--- config.mk ---
export PLATFORM = sky130hd
export DESIGN_NAME = i2cw_master
export DESIGN_NICKNAME = d
export VERILOG_FILES = /design/src/rtl/i2cw_pkg.sv /design/src/rtl/i2cw_tick_timer.sv /design/src/rtl/i2cw_line_mon.sv /design/src/rtl/i2cw_master.sv
export SDC_FILE = /design/constraint.sdc
export NUM_CORES = 1
export LEC_CHECK = 0
export ABC_AREA = 0
export CAP_MARGIN = 20
export CORE_AREA = 2 2 99 139
export DETAILED_ROUTE_END_ITERATION = 8
export DIE_AREA = 0 0 101 141
export GPL_TIMING_DRIVEN = 1
export PLACE_DENSITY_LB_ADDON = 0.1
export SLEW_MARGIN = 20
export SYNTH_ARGS = -nofsm -noshare
export SYNTH_HDL_FRONTEND = slang
export SYNTH_SLANG_ARGS = --single-unit
export TNS_END_PERCENT = 50
--- constraint.sdc ---
create_clock -name clk -period 4.7 [get_ports clk]
set_input_delay 0.705 -clock clk [delete_from_list [all_inputs] [get_ports clk]]
set_output_delay 0.705 -clock clk [all_outputs]
set_load 0.01 [all_outputs]
--- src/rtl/i2cw_pkg.sv ---
package i2cw_pkg;

    typedef enum logic [3:0] {
        ST_IDLE,   // lines released, waiting for start
        ST_SU,     // START setup: SCL high, SDA high
        ST_HD,     // START hold: SCL high, SDA low
        ST_BLO,    // bit low phase: SDA set up
        ST_BHI,    // bit high phase: SDA held, ACK sampled at end
        ST_PLO,    // STOP prep: SCL low, SDA low
        ST_PSU,    // STOP setup: SCL high, SDA low
        ST_PBUF    // bus free time after SDA release
    } wr_state_e;

    typedef enum logic {
        PH_WRITE,
        PH_POLL
    } wr_phase_e;

    typedef struct packed {
        logic scl_low;
        logic sda_low;
    } line_drv_t;

    // Pull-low enables for each state; tx_low is the current bit inverted.
    function automatic line_drv_t drive_for(wr_state_e st, logic tx_low);
        line_drv_t d;
        d = '0;
        case (st)
            ST_HD:   d.sda_low = 1'b1;
            ST_BLO:  begin d.scl_low = 1'b1; d.sda_low = tx_low; end
            ST_BHI:  d.sda_low = tx_low;
            ST_PLO:  begin d.scl_low = 1'b1; d.sda_low = 1'b1; end
            ST_PSU:  d.sda_low = 1'b1;
            default: d = '0;
        endcase
        return d;
    endfunction

    function automatic logic is_low_phase(wr_state_e st);
        return (st == ST_BLO) || (st == ST_PLO);
    endfunction

endpackage

--- src/rtl/i2cw_tick_timer.sv ---
module i2cw_tick_timer #(
    parameter int PSC_W = 8,
    parameter int CNT_W = 8
) (
    input  logic             clk,
    input  logic             rst,
    input  logic             run,
    input  logic             use_low,
    input  logic [PSC_W-1:0] psc,
    input  logic [CNT_W-1:0] lo_cnt,
    input  logic [CNT_W-1:0] hi_cnt,
    output logic             expire
);
    localparam logic [CNT_W-1:0] ONE = CNT_W'(1);

    logic [PSC_W-1:0] pcnt;
    logic [CNT_W-1:0] ccnt;
    logic [CNT_W-1:0] sel;
    logic [CNT_W-1:0] tgt;
    logic             tick;

    always_comb begin
        sel    = use_low ? lo_cnt : hi_cnt;
        tgt    = (sel == '0) ? ONE : sel;
        tick   = (pcnt == psc);
        expire = run && tick && (ccnt == tgt - ONE);
    end

    always_ff @(posedge clk) begin
        if (rst || !run) begin
            pcnt <= '0;
            ccnt <= '0;
        end else if (tick) begin
            pcnt <= '0;
            ccnt <= expire ? '0 : ccnt + ONE;
        end else begin
            pcnt <= pcnt + PSC_W'(1);
        end
    end
endmodule

--- src/rtl/i2cw_line_mon.sv ---
module i2cw_line_mon (
    input  logic clk,
    input  logic rst,
    input  logic scl_in,
    input  logic sda_in,
    output logic sda_s,
    output logic bus_busy
);
    logic [1:0] scl_q;
    logic [1:0] sda_q;
    logic       scl_p;
    logic       sda_p;
    logic       scl_s;
    logic       start_det;
    logic       stop_det;

    always_comb begin
        scl_s     = scl_q[1];
        sda_s     = sda_q[1];
        start_det = scl_s && scl_p && sda_p && !sda_s;
        stop_det  = scl_s && scl_p && !sda_p && sda_s;
    end

    always_ff @(posedge clk) begin
        if (rst) begin
            scl_q    <= 2'b11;
            sda_q    <= 2'b11;
            scl_p    <= 1'b1;
            sda_p    <= 1'b1;
            bus_busy <= 1'b0;
        end else begin
            scl_q <= {scl_q[0], scl_in};
            sda_q <= {sda_q[0], sda_in};
            scl_p <= scl_s;
            sda_p <= sda_s;
            if (start_det)     bus_busy <= 1'b1;
            else if (stop_det) bus_busy <= 1'b0;
        end
    end
endmodule

--- src/rtl/i2cw_master.sv ---
module i2cw_master
    import i2cw_pkg::*;
#(
    parameter int MAX_BYTES = 4,
    parameter int PSC_W     = 8,
    parameter int CNT_W     = 8,
    parameter int RTY_W     = 8,
    localparam int IDX_W    = (MAX_BYTES > 1) ? $clog2(MAX_BYTES) : 1,
    localparam int BI_W     = $clog2(MAX_BYTES + 1),
    localparam int DATA_W   = 8 * MAX_BYTES
) (
    input  logic              clk,
    input  logic              rst,
    input  logic              start,
    input  logic [6:0]        dev_addr,
    input  logic [IDX_W-1:0]  byte_cnt,
    input  logic [DATA_W-1:0] wdata,
    input  logic              poll_en,
    input  logic [RTY_W-1:0]  retry_limit,
    input  logic [PSC_W-1:0]  psc,
    input  logic [CNT_W-1:0]  scl_lo,
    input  logic [CNT_W-1:0]  scl_hi,
    input  logic              scl_in,
    input  logic              sda_in,
    output logic              scl_oe,
    output logic              sda_oe,
    output logic              busy,
    output logic              done,
    output logic              error,
    output logic [RTY_W-1:0]  retry_cnt
);
    wr_state_e         st;
    wr_phase_e         ph;
    logic [3:0]        nb;
    logic [BI_W-1:0]   bi;
    logic [7:0]        sh;
    logic              nack_q;
    logic [RTY_W-1:0]  rty_q;
    logic [RTY_W-1:0]  lim_q;
    logic              err_q;
    logic              done_q;
    logic [6:0]        addr_q;
    logic [IDX_W-1:0]  cnt_q;
    logic [DATA_W-1:0] data_q;
    logic              poll_q;

    logic              expire;
    logic              sda_s;
    logic              bus_busy;
    logic              last_byte;
    logic              active;
    line_drv_t         drv;
    logic [7:0]        lanes [MAX_BYTES];

    for (genvar g = 0; g < MAX_BYTES; g++) begin : g_lane
        assign lanes[g] = data_q[8*g +: 8];
    end

    i2cw_tick_timer #(.PSC_W(PSC_W), .CNT_W(CNT_W)) u_timer (
        .clk     (clk),
        .rst     (rst),
        .run     (active),
        .use_low (is_low_phase(st)),
        .psc     (psc),
        .lo_cnt  (scl_lo),
        .hi_cnt  (scl_hi),
        .expire  (expire)
    );

    i2cw_line_mon u_mon (
        .clk      (clk),
        .rst      (rst),
        .scl_in   (scl_in),
        .sda_in   (sda_in),
        .sda_s    (sda_s),
        .bus_busy (bus_busy)
    );

    always_comb begin
        active    = (st != ST_IDLE);
        last_byte = (bi == BI_W'(cnt_q) + BI_W'(1));
        drv       = drive_for(st, (nb != 4'd8) && !sh[7]);
        scl_oe    = drv.scl_low;
        sda_oe    = drv.sda_low;
        busy      = active || bus_busy;
        done      = done_q;
        error     = err_q;
        retry_cnt = rty_q;
    end

    always_ff @(posedge clk) begin
        if (rst) begin
            st     <= ST_IDLE;
            ph     <= PH_WRITE;
            nb     <= '0;
            bi     <= '0;
            sh     <= '0;
            nack_q <= 1'b0;
            rty_q  <= '0;
            lim_q  <= '0;
            err_q  <= 1'b0;
            done_q <= 1'b0;
            addr_q <= '0;
            cnt_q  <= '0;
            data_q <= '0;
            poll_q <= 1'b0;
        end else begin
            done_q <= 1'b0;
            case (st)
                ST_IDLE: if (start && !bus_busy) begin
                    addr_q <= dev_addr;
                    cnt_q  <= byte_cnt;
                    data_q <= wdata;
                    poll_q <= poll_en;
                    lim_q  <= retry_limit;
                    rty_q  <= '0;
                    err_q  <= 1'b0;
                    ph     <= PH_WRITE;
                    st     <= ST_SU;
                end
                ST_SU: if (expire) st <= ST_HD;
                ST_HD: if (expire) begin
                    sh     <= {addr_q, 1'b0};
                    nb     <= '0;
                    bi     <= '0;
                    nack_q <= 1'b0;
                    st     <= ST_BLO;
                end
                ST_BLO: if (expire) st <= ST_BHI;
                ST_BHI: if (expire) begin
                    if (nb != 4'd8) begin
                        sh <= {sh[6:0], 1'b0};
                        nb <= nb + 4'd1;
                        st <= ST_BLO;
                    end else if (sda_s) begin
                        nack_q <= 1'b1;
                        st     <= ST_PLO;
                    end else if (ph == PH_POLL || last_byte) begin
                        st <= ST_PLO;
                    end else begin
                        sh <= lanes[bi[IDX_W-1:0]];
                        bi <= bi + BI_W'(1);
                        nb <= '0;
                        st <= ST_BLO;
                    end
                end
                ST_PLO: if (expire) st <= ST_PSU;
                ST_PSU: if (expire) st <= ST_PBUF;
                ST_PBUF: if (expire) begin
                    if (nack_q) begin
                        if (rty_q == lim_q) begin
                            err_q  <= 1'b1;
                            done_q <= 1'b1;
                            st     <= ST_IDLE;
                        end else begin
                            rty_q <= rty_q + RTY_W'(1);
                            st    <= ST_SU;
                        end
                    end else if (ph == PH_WRITE && poll_q) begin
                        ph <= PH_POLL;
                        st <= ST_SU;
                    end else begin
                        done_q <= 1'b1;
                        st     <= ST_IDLE;
                    end
                end
                default: st <= ST_IDLE;
            endcase
        end
    end
endmodule

Word-level counts from Yosys, hierarchy flattened
Cells that the tools add are included.

Flip-flop bits (word level): 104. Input bits: 79. Output and inout port bits: 13. Word-level logic and storage cells: 167.

Add/sub/neg operators: 7. Order comparisons: 1. Equal/unequal tests: 31. Muxes and demuxes: 65. Bitwise operators: 4. Reduce and logical (&&, ||, !) cells: 38.

Operators by type and width (number): $mux 8 (14); $mux 4 (14); $pmux 4 s8 (1); $pmux 8 s2 (2); $reduce_and 5->1 (5); $add 8x1->8 const B (3); $eq 8x8->1 (3); $mux 3 (8); $mux 1 (19); $ne 2x2->1 const B (9); $bmux 8 s2 (1); $eq 4x3->1 const B (4); $ne 2x1->1 const B (8); $logic_and 1x1->1 (10); $eq 4x2->1 const B (2); $logic_not 8->1 (1); $pmux 1 s2 (4); $pmux 4 s2 (1); $reduce_and 8->1 (1); $sub 8x1->8 const B (1); $ne 3x3->1 const B (2); $pmux 3 s2 (1); $reduce_and 6->1 (1); $reduce_bool 2->1 (3); other kinds (16) (28).

Depth between registers and ports, before layout
Gate-level depths: netlist of run 1.

Depth in word-level cells: 10. Mapped depth: 14. Depth with buffers taken out: 12.

Hierarchy
Synthesis of run 1 repeated with hierarchy kept, for this count alone.

Cells, all modules: 599. Area total of the unflattened synthesis: 5053.6 um^2.

Modules (own cells, without submodules): i2cw_master (times used 1, cells each 451, area an instance 3604.7 um^2, seq. area each 1601.5 um^2); i2cw_tick_timer (times used 1, cells each 130, area an instance 1243.7 um^2, seq. area each 320.3 um^2); i2cw_line_mon (times used 1, cells each 18, area an instance 205.2 um^2, seq. area each 140.1 um^2).

Worst setup path after synthesis of run 1
Ideal clock, no wire load.

Path type: in2reg. From: in scl_lo[5]. To: reg nb[2]. Library setup time: 0.070 ns. Arrival time: 3.337 ns. Required time: 4.630 ns. Slack: 1.293 ns. Stages: 13. Buffers on the path: 1. Cells stage by stage: nor3_1 a2111oi_1 or2_2 ha_1 or4b_1 o21ai_0 a32oi_1 xor2_1 nor4_2 o2111ai_1 buf_2 or3_1 a21oi_1.

Cells in the longest elaborated chain, start to end: 8. Elaborated cells on any way between the ends: 9.

Ends and longest elaborated chain: start: declaration (line i2cw_master.sv:21) `input logic [CNT_W-1:0] scl_lo,`; $mux 8 * (line i2cw_tick_timer.sv:23) `sel = use_low ? lo_cnt : hi_cnt;`; $logic_not 8->1 (line i2cw_tick_timer.sv:24) `tgt = (sel == '0) ? ONE : sel;`; $mux 8 * (line i2cw_tick_timer.sv:24); $sub 8x1->8 * (line i2cw_tick_timer.sv:26) `expire = run && tick && (ccnt == tgt - ONE);`; $eq 8x8->1 * (line i2cw_tick_timer.sv:26); $logic_and 1x1->1 * (line i2cw_tick_timer.sv:26); $ne 2x1->1 (no line); $reduce_and 5->1 (no line) *; end signal: assignment (line i2cw_master.sv:133) `nb <= nb + 4'd1;`; end: declaration (line i2cw_master.sv:34) `logic [3:0] nb;`.

Every way passes the cells marked *; elsewhere a longest branch is shown, timed or not. A chain may end at the register's enable or synchronous reset.

Worst setup path after layout of run 1
From: in scl_lo[2]. To: reg nack_q.

Cells in the longest elaborated chain, start to end: 8. Elaborated cells on any way between the ends: 9.

Ends and longest elaborated chain: $mux 8 * (line i2cw_tick_timer.sv:23); $logic_not 8->1 (line i2cw_tick_timer.sv:24); $mux 8 * (line i2cw_tick_timer.sv:24); $sub 8x1->8 * (line i2cw_tick_timer.sv:26); $eq 8x8->1 * (line i2cw_tick_timer.sv:26); $logic_and 1x1->1 * (line i2cw_tick_timer.sv:26); $ne 2x1->1 (no line); $reduce_and 5->1 (no line) *; end signal: assignment (line i2cw_master.sv:98) `nack_q <= 1'b0;`; end signal: assignment (line i2cw_master.sv:126) `nack_q <= 1'b0;`; end signal: assignment (line i2cw_master.sv:136) `nack_q <= 1'b1;`; end: declaration (line i2cw_master.sv:37) `logic nack_q;`.

Marked as above.

==> summary.md, run 1 <==
| Metric | Value |
|---|---|
| Worst IR drop on VDD | 0.175 mV |
| Post-place setup slack | 0.316 ns |
| Die X | 101 um |
| Routed vias/inst | 5.46 |
| Clock Skew | 0.0105 ns |
| Worst Hold Launch | u_mon.scl_q[0] |
| Period utilisation layout | 0.870 |
| Synth area leaders | dfxtp_1 40%, nand2_1 8.6%, a21oi_1 7.2% |
| CP Class | in2reg |
| Distinct cells, synth | 58 |
| Synth async-reset ratio | 0 |
| Clock power frac | 0.371 |
| Layout cells sized above 1 | 0.0689 |
| CP Launch Type | input pin |
| Clock sink total | 103 |
| Core footprint | 13,100 um^2 |
| Std cell rows | 50 |
| CTS H-Tree Depth | 3 |
| RePlAce Congestion | 0.890 |
| Final Hold Fails | 0 |
| First-pass GRT wire length | 20,900 um |
| Ports | 92 |
| Max-slew violation count | 0 |
| Sequential fraction of the synthesis area | 0.402 |
| End of the worst hold path | u_mon.scl_q[1] |
| Clock latency at the later pin of the worst-skew pair | 0.34 ns |
| Most common cell in the synthesized netlist | nand2_1 |
| IO buf count | 91 |
| Post-synthesis instance area | 5120 um^2 |
| Flop2flop setup slack | 0.80 ns |
| Total detailed-routing wirelength | 12,900 um |
| Clock buffer count from CTS | 9 |
| # Post-CTS Setup Buffers | 0 |
| Final net count | 779 |
| Syn Inst Count | 618 |
| Max Clk Rate | 245 MHz |
| 1st-pass router iterations | 5 |
| Synth Warn # | 0 |
| Largest area contributor in the netlist | dfxtp_1 |
| Initial antenna violation count | 0 |
| Sw frac | 0.263 |
| HPWL after DPL | 9680 um |
| HP Class | reg2reg |
| Sequential Power Share | 0.488 |
| Area grow syn2layout | 25.4% |
| Critical path endpoint category | flop |
| Leak Pwr | 2.30 nW |
| Number of antenna-violating nets in the routed design | 0 |
| Reg2reg start | st[1] |
| Drt wl/cell | 15.1 um |
| Clk Tree Root Cell | clkbuf_16 |
| Vias | 4,654 |
| Largest net degree at the start of global routing | 44 |
| Worst path arrival time | 4.34 ns |
| Post-synth EDFFs | 0 |
| Yosys reg bits | 103 |
| Mapped Avg Cell Area | 8.29 um^2 |
| R2R cell count | 12 |
| Syn nets | 705 |
| P_sw | 0.502 mW |
| Vias in the first global route | 4,403 |
| Top cells by count, synth | 118 x nand2_1, 103 x dfxtp_1, 74 x a21oi_1, 43 x nor2_1, 29 x xnor2_1 |
| DR DRC count | 0 |
| RR Endpoint | nack_q |
| Yosys top cell area share | 0.402 |
| Worst EP required | 4.95 ns |
| RSZ-0062 raised after global routing | no |
| Ant diodes | 0 |
| Worst Hold Path Cells | 1 |
| Logic pwr share | 0.141 |
| Overall Global Routing Usage | 0.184 |
| Crit path time final | 4.09 ns |
| Clock buffer depth | 2 |
| Setup TNS | 0 ns |
| Slew HR | 0.551 |
| Die height | 141 um |
| Crit path max fanout | 13 |
| Starting DRC count in detailed routing | 136 |
| Status | complete, no violations |
| Die ar. | 14,200 um^2 |
| Reg clk slew, reported paths | 0.07 ns |
| Initial Util | 0.390 |
| Post-cts sizing count | 0 |
| Pwr per Cell Area | 297 nW/um^2 |
| Worst-Margin Slew | 0.673 ns |
| Internal | 1.41 mW |
| Final setup violation count | 0 |
| Filler Cell Count | 1,324 |
| Predominant post-synthesis flop cell | dfxtp_1 |
| Max cap viols | 0 |
| Setup WS post-layout | 0.612 ns |
| CTS hold repair buffers | 0 |
| Remaining Overflow, GRT | 0 |
| CTS tree | built |
-- routing by layer --
layer | GRT usage | up-vias | part of all wire
met4 | 0.0711 | 0 | 0.024
met3 | 0.0327 | 24 | 0.036
li1 | - | 2327 | -
met5 | 0 | - | 0
met2 | 0.347 | 106 | 0.56
met1 | 0.201 | 2197 | 0.38
-- power groups by stage --
stage                     clock network (mW)  registers, mW  logic (mW)
after global routing                   0.762          0.935       0.301
after CTS                              0.730          0.931       0.273
final                                  0.707          0.931       0.269
after global placement                     0          0.950       0.269
after floorplan                            0          0.944       0.157
after detailed placement                   0          0.952       0.272
-- cell type report --
cell class / instances / area [um^2] / area share
Multi-Input combinational cell: 463 / 2860 / 0.445
Sequential cell: 103 / 2060 / 0.321
Tap cell: 156 / 195 / 0.0304
Clock inverter: 6 / 50.0 / 0.00779
Clock buffer: 10 / 229 / 0.0356
Inverter: 15 / 56.3 / 0.00876
Timing Repair Buffer: 100 / 973 / 0.151
-- cells by family (layout without fill, tap and decap cells) --
logic type / after synthesis / count (layout) / share of synthesized area
buf+inv: 52 / 131 / 0.0396
mux: 21 / 21 / 0.0608
compound gates: 136 / 136 / 0.168
flops: 103 / 103 / 0.402
fa+ha+maj: 8 / 8 / 0.0195
xor+xnor: 43 / 43 / 0.0735
simple gates: 255 / 255 / 0.236
-- sequential cells by signal (all words and copies together) (netlist names), 2 cells and up --
signal / count
data_q: 32
sh: 8
st: 3
u_mon.scl_q: 2
u_timer.ccnt: 8
retry_cnt: 8
addr_q: 7
u_timer.pcnt: 8
lim_q: 8
u_mon.sda_q: 2
cnt_q: 2
nb: 4
bi: 3
-- worst max-delay path by stage --
stage	start	to	depth (start not counted)	slack, ns
finish	scl_lo[2]	nack_q	13	0.61
global route	scl_lo[6]	nack_q	13	0.33
CTS	scl_lo[5]	nack_q	13	0.64
detailed placement	scl_lo[5]	nack_q	13	0.32
global placement	scl_lo[5]	nack_q	13	0.37
floorplan	scl_lo[5]	nb[2]	13	1.29
-- placed cells by master (no fill, tap or decap), types with 8 or more instances in the layout --
master           netlist  final
a21o_1                 9      9
nand3_1               20     20
nand2_1              118    118
clkbuf_16              0      9
a21oi_1               74     74
mux4_2                 8      8
nor3_1                 9      9
clkdlybuf4s50_1        0     90
buf_4                  0      9
nor2_1                43     43
inv_1                 15     15
ha_1                   8      8
o21ai_0               10     10
xor2_1                14     14
nand4_1                9      9
dfxtp_1              103    103
mux2i_1               12     12
xnor2_1               29     29
-- stage by stage --
stage	std cells	power (mW)	utilization	area (um^2)	hold WS, ns
after floorplan	618	1.10	-	5120	0.389
after global placement	837	1.22	0.468	6150	0.397
after detailed placement	837	1.22	0.468	6150	0.400
after CTS	853	1.93	0.489	6430	0.420
after global routing	853	2.00	0.489	6430	0.435
final	853	1.91	0.489	6430	0.415
-- critical path, stage by stage --
cell and delay, ns:
clkdlybuf4s50_1 0.56, nor4_1 0.10, a2111oi_1 0.43, or2_2 0.20, ha_1 0.22, or4b_1 0.46, o21ai_0 0.16, a32oi_1 0.09
xor2_1 0.17, nor4_2 0.29, and2_1 0.48, a41oi_1 0.18, a311oi_1 0.28
Note: power is estimated with default switching activity, not from simulation.
==> run 2, diff against run 1 <==
--- a/config.mk
+++ b/config.mk
@@ -6,10 +6,9 @@
 export NUM_CORES = 1
 export LEC_CHECK = 0
 export ABC_AREA = 0
-export CAP_MARGIN = 20
-export CORE_AREA = 2 2 99 139
+export CORE_AREA = 4 4 101 141
 export DETAILED_ROUTE_END_ITERATION = 8
-export DIE_AREA = 0 0 101 141
+export DIE_AREA = 0 0 105 145
 export GPL_TIMING_DRIVEN = 1
 export PLACE_DENSITY_LB_ADDON = 0.1
 export SLEW_MARGIN = 20
==> run 2 against run 1 <==
Worst setup slack worse by 0.10 ns. Final cell count is 0.12% lower. Non-clock buffer count is 2 higher. Global-route usage is 0.97 points lower. Flip-flop and latch count stayed put. First-iteration DRC count is 19% higher. Combinational power hardly changed. Maximum frequency is 2.4% lower. Wire length is 3.7% higher. Register-to-register slack worse by 0.29 ns. Critical path type is now reg2reg. Critical endpoint is now bi[2]. Largest power group unchanged.
==> summary.md, run 2 (synthesized netlist as in run 1, its figures left out) <==
| Metric | Value |
|---|---|
| Status | complete, no violations |
| Met2 Use GR | 0.333 |
| Placed Area | 6160 um^2 |
| Total power | 1.90 mW |
| Vias in the first global route | 4,579 |
| Worst path top cell family by delay | compound AO/OA/AOI/OAI gates |
| Clock sink total | 103 |
| First-pass GRT wire length | 21,900 um |
| CP Launch Type | flop |
| Design area | 6430 um^2 |
| Largest stage delay, worst path | 0.63 ns |
| Most frequent cells in the layout | 118 x nand2_1, 103 x dfxtp_1, 90 x clkdlybuf4s50_1 |
| Instance count on the critical path | 12 |
| Clock buffer count from CTS | 9 |
| Period utilisation layout | 0.891 |
| Slew HR | 0.530 |
| GRT Max-Usage Layer | met2 |
| Max-slew violation count | 0 |
| Die ar. | 15,200 um^2 |
| Crit-path slowest cell | dfxtp_1 |
| CTS hold repair buffers | 0 |
| CTS H-Tree Depth | 3 |
| Final Hold Fails | 0 |
| Leak Pwr | 2.31 nW |
| Initial Util | 0.398 |
| Worst EP required | 4.94 ns |
| Crit path max fanout | 13 |
| Remaining Overflow, GRT | 0 |
| Worst-Margin Slew | 0.704 ns |
| Worst path arrival time | 4.42 ns |
| Most common cell after layout, fill and taps aside | nand2_1 |
| Clock Skew | 0.00870 ns |
| Starting DRC count in detailed routing | 162 |
| 1st-pass router iterations | 4 |
| Met3 Use GR | 0.0298 |
| Max Clk Rate | 239 MHz |
| # Post-CTS Setup Buffers | 0 |
| CTS tree | built |
| Die height | 145 um |
| Register area | 2060 um^2 |
| Clock buffer depth | 2 |
| Total detailed-routing wirelength | 13,400 um |
| Area grow syn2layout | 25.5% |
| RePlAce Congestion | 0.879 |
| Largest net degree at the start of global routing | 54 |
| CP Class | reg2reg |
| Overall Global Routing Usage | 0.175 |
| Routed vias/inst | 5.43 |
| Multi-input logic area | 2860 um^2 |
| Post-place setup slack | 0.218 ns |
| IO buf count | 91 |
| Worst Hold Path Cells | 1 |
| Biggest register | data_q |
| DR DRC count | 0 |
| Worst IR drop on VDD | 0.177 mV |
| Layout cells sized above 1 | 0.0715 |
| Ports | 92 |
| Critical path endpoint category | flop |
| Vias | 4,625 |
| Buffers and inverters on the worst path | 1 |
| Met1 usage | 0.184 |
| WHS | 0.411 ns |
| Max cap viols | 0 |
| Clock latency at the later pin of the worst-skew pair | 0.34 ns |
| Initial antenna violation count | 0 |
| R2R cell count | 12 |
| Max FFs per register | 32 |
| Pwr per Cell Area | 295 nW/um^2 |
| Number of antenna-violating nets in the routed design | 0 |
| Core footprint | 12,900 um^2 |
| Final net count | 781 |
| Reg clk slew, reported paths | 0.07 ns |
| HPWL after DPL | 10,100 um |
| Sequence of cells on the critical path | inv_1 > a2111oi_1 > or2_2 > ha_1 > or4b_1 > o21ai_0 > a32oi_1 > xor2_1 > nor4_2 > nand2_1 > o311a_1 > a41o_1 |
| Post-cts sizing count | 0 |
| Die X | 105 um |
| Ant diodes | 0 |
| Final setup violation count | 0 |
| HP Class | reg2reg |
| Std cell rows | 49 |
| Setup WS post-layout | 0.512 ns |
| Drt wl/cell | 15.7 um |
| Clk Tree Root Cell | clkbuf_16 |
| RSZ-0062 raised after global routing | no |
| Filler Cell Count | 1,301 |
| Setup TNS | 0 ns |
| Crit path time final | 4.19 ns |
[run 2: changes by cell type in the layout (fill, tap and decap cells not counted), sizes merged]
cell	before	now
buf	10	12
inv	19	17
clkinv	1	2
clkinvlp	1	2
[run 2: worst reg2reg max path: cells and delay by family, from the launching register on]
kind	cells	cell delay, ns
AND/OR/NAND/NOR	4	1.31
flip-flops	1	0.63
AO/OA/AOI/OAI	5	1.37
adder cells (fa/ha/maj)	1	0.24
XOR/XNOR	1	0.17
buffers and inverters	1	0.36
[run 2: layout make-up]
cell class,instances,share of cell area
Clock buffer,10,0.0356
Clock inverter,6,0.00700
Inverter,15,0.00875
Multi-Input combinational cell,463,0.445
Sequential cell,103,0.321
Tap cell,153,0.0298
Timing Repair Buffer,102,0.154
[run 2: final timing paths]
check	start	endpoint	slack, ns
setup / recovery	st[0]	bi[2]	0.51
hold / removal	u_mon.scl_q[0]	u_mon.scl_q[1]	0.41
setup reg to reg	st[0]	bi[2]	0.51
hold reg to reg	u_mon.scl_q[0]	u_mon.scl_q[1]	0.41
[run 2: power by group]
group | internal (mW) | leakage, nW | switching, mW
Clock | 0.363 | 0.131 | 0.331
Combinational | 0.128 | 1.34 | 0.139
Sequential | 0.910 | 0.839 | 0.0243
[run 2: stage by stage]
stage | utilization | cells
finish | 0.500 | 852
global route | 0.500 | 852
CTS | 0.500 | 852
detailed placement | 0.478 | 836
global placement | 0.478 | 836
floorplan | - | 618
[run 2: layer usage]
metal | vias to the layer above | routed length (um)
li1 | 2323 | -
met1 | 2164 | 5120
met2 | 112 | 7280
met3 | 26 | 550
met4 | 0 | 446
met5 | - | 0
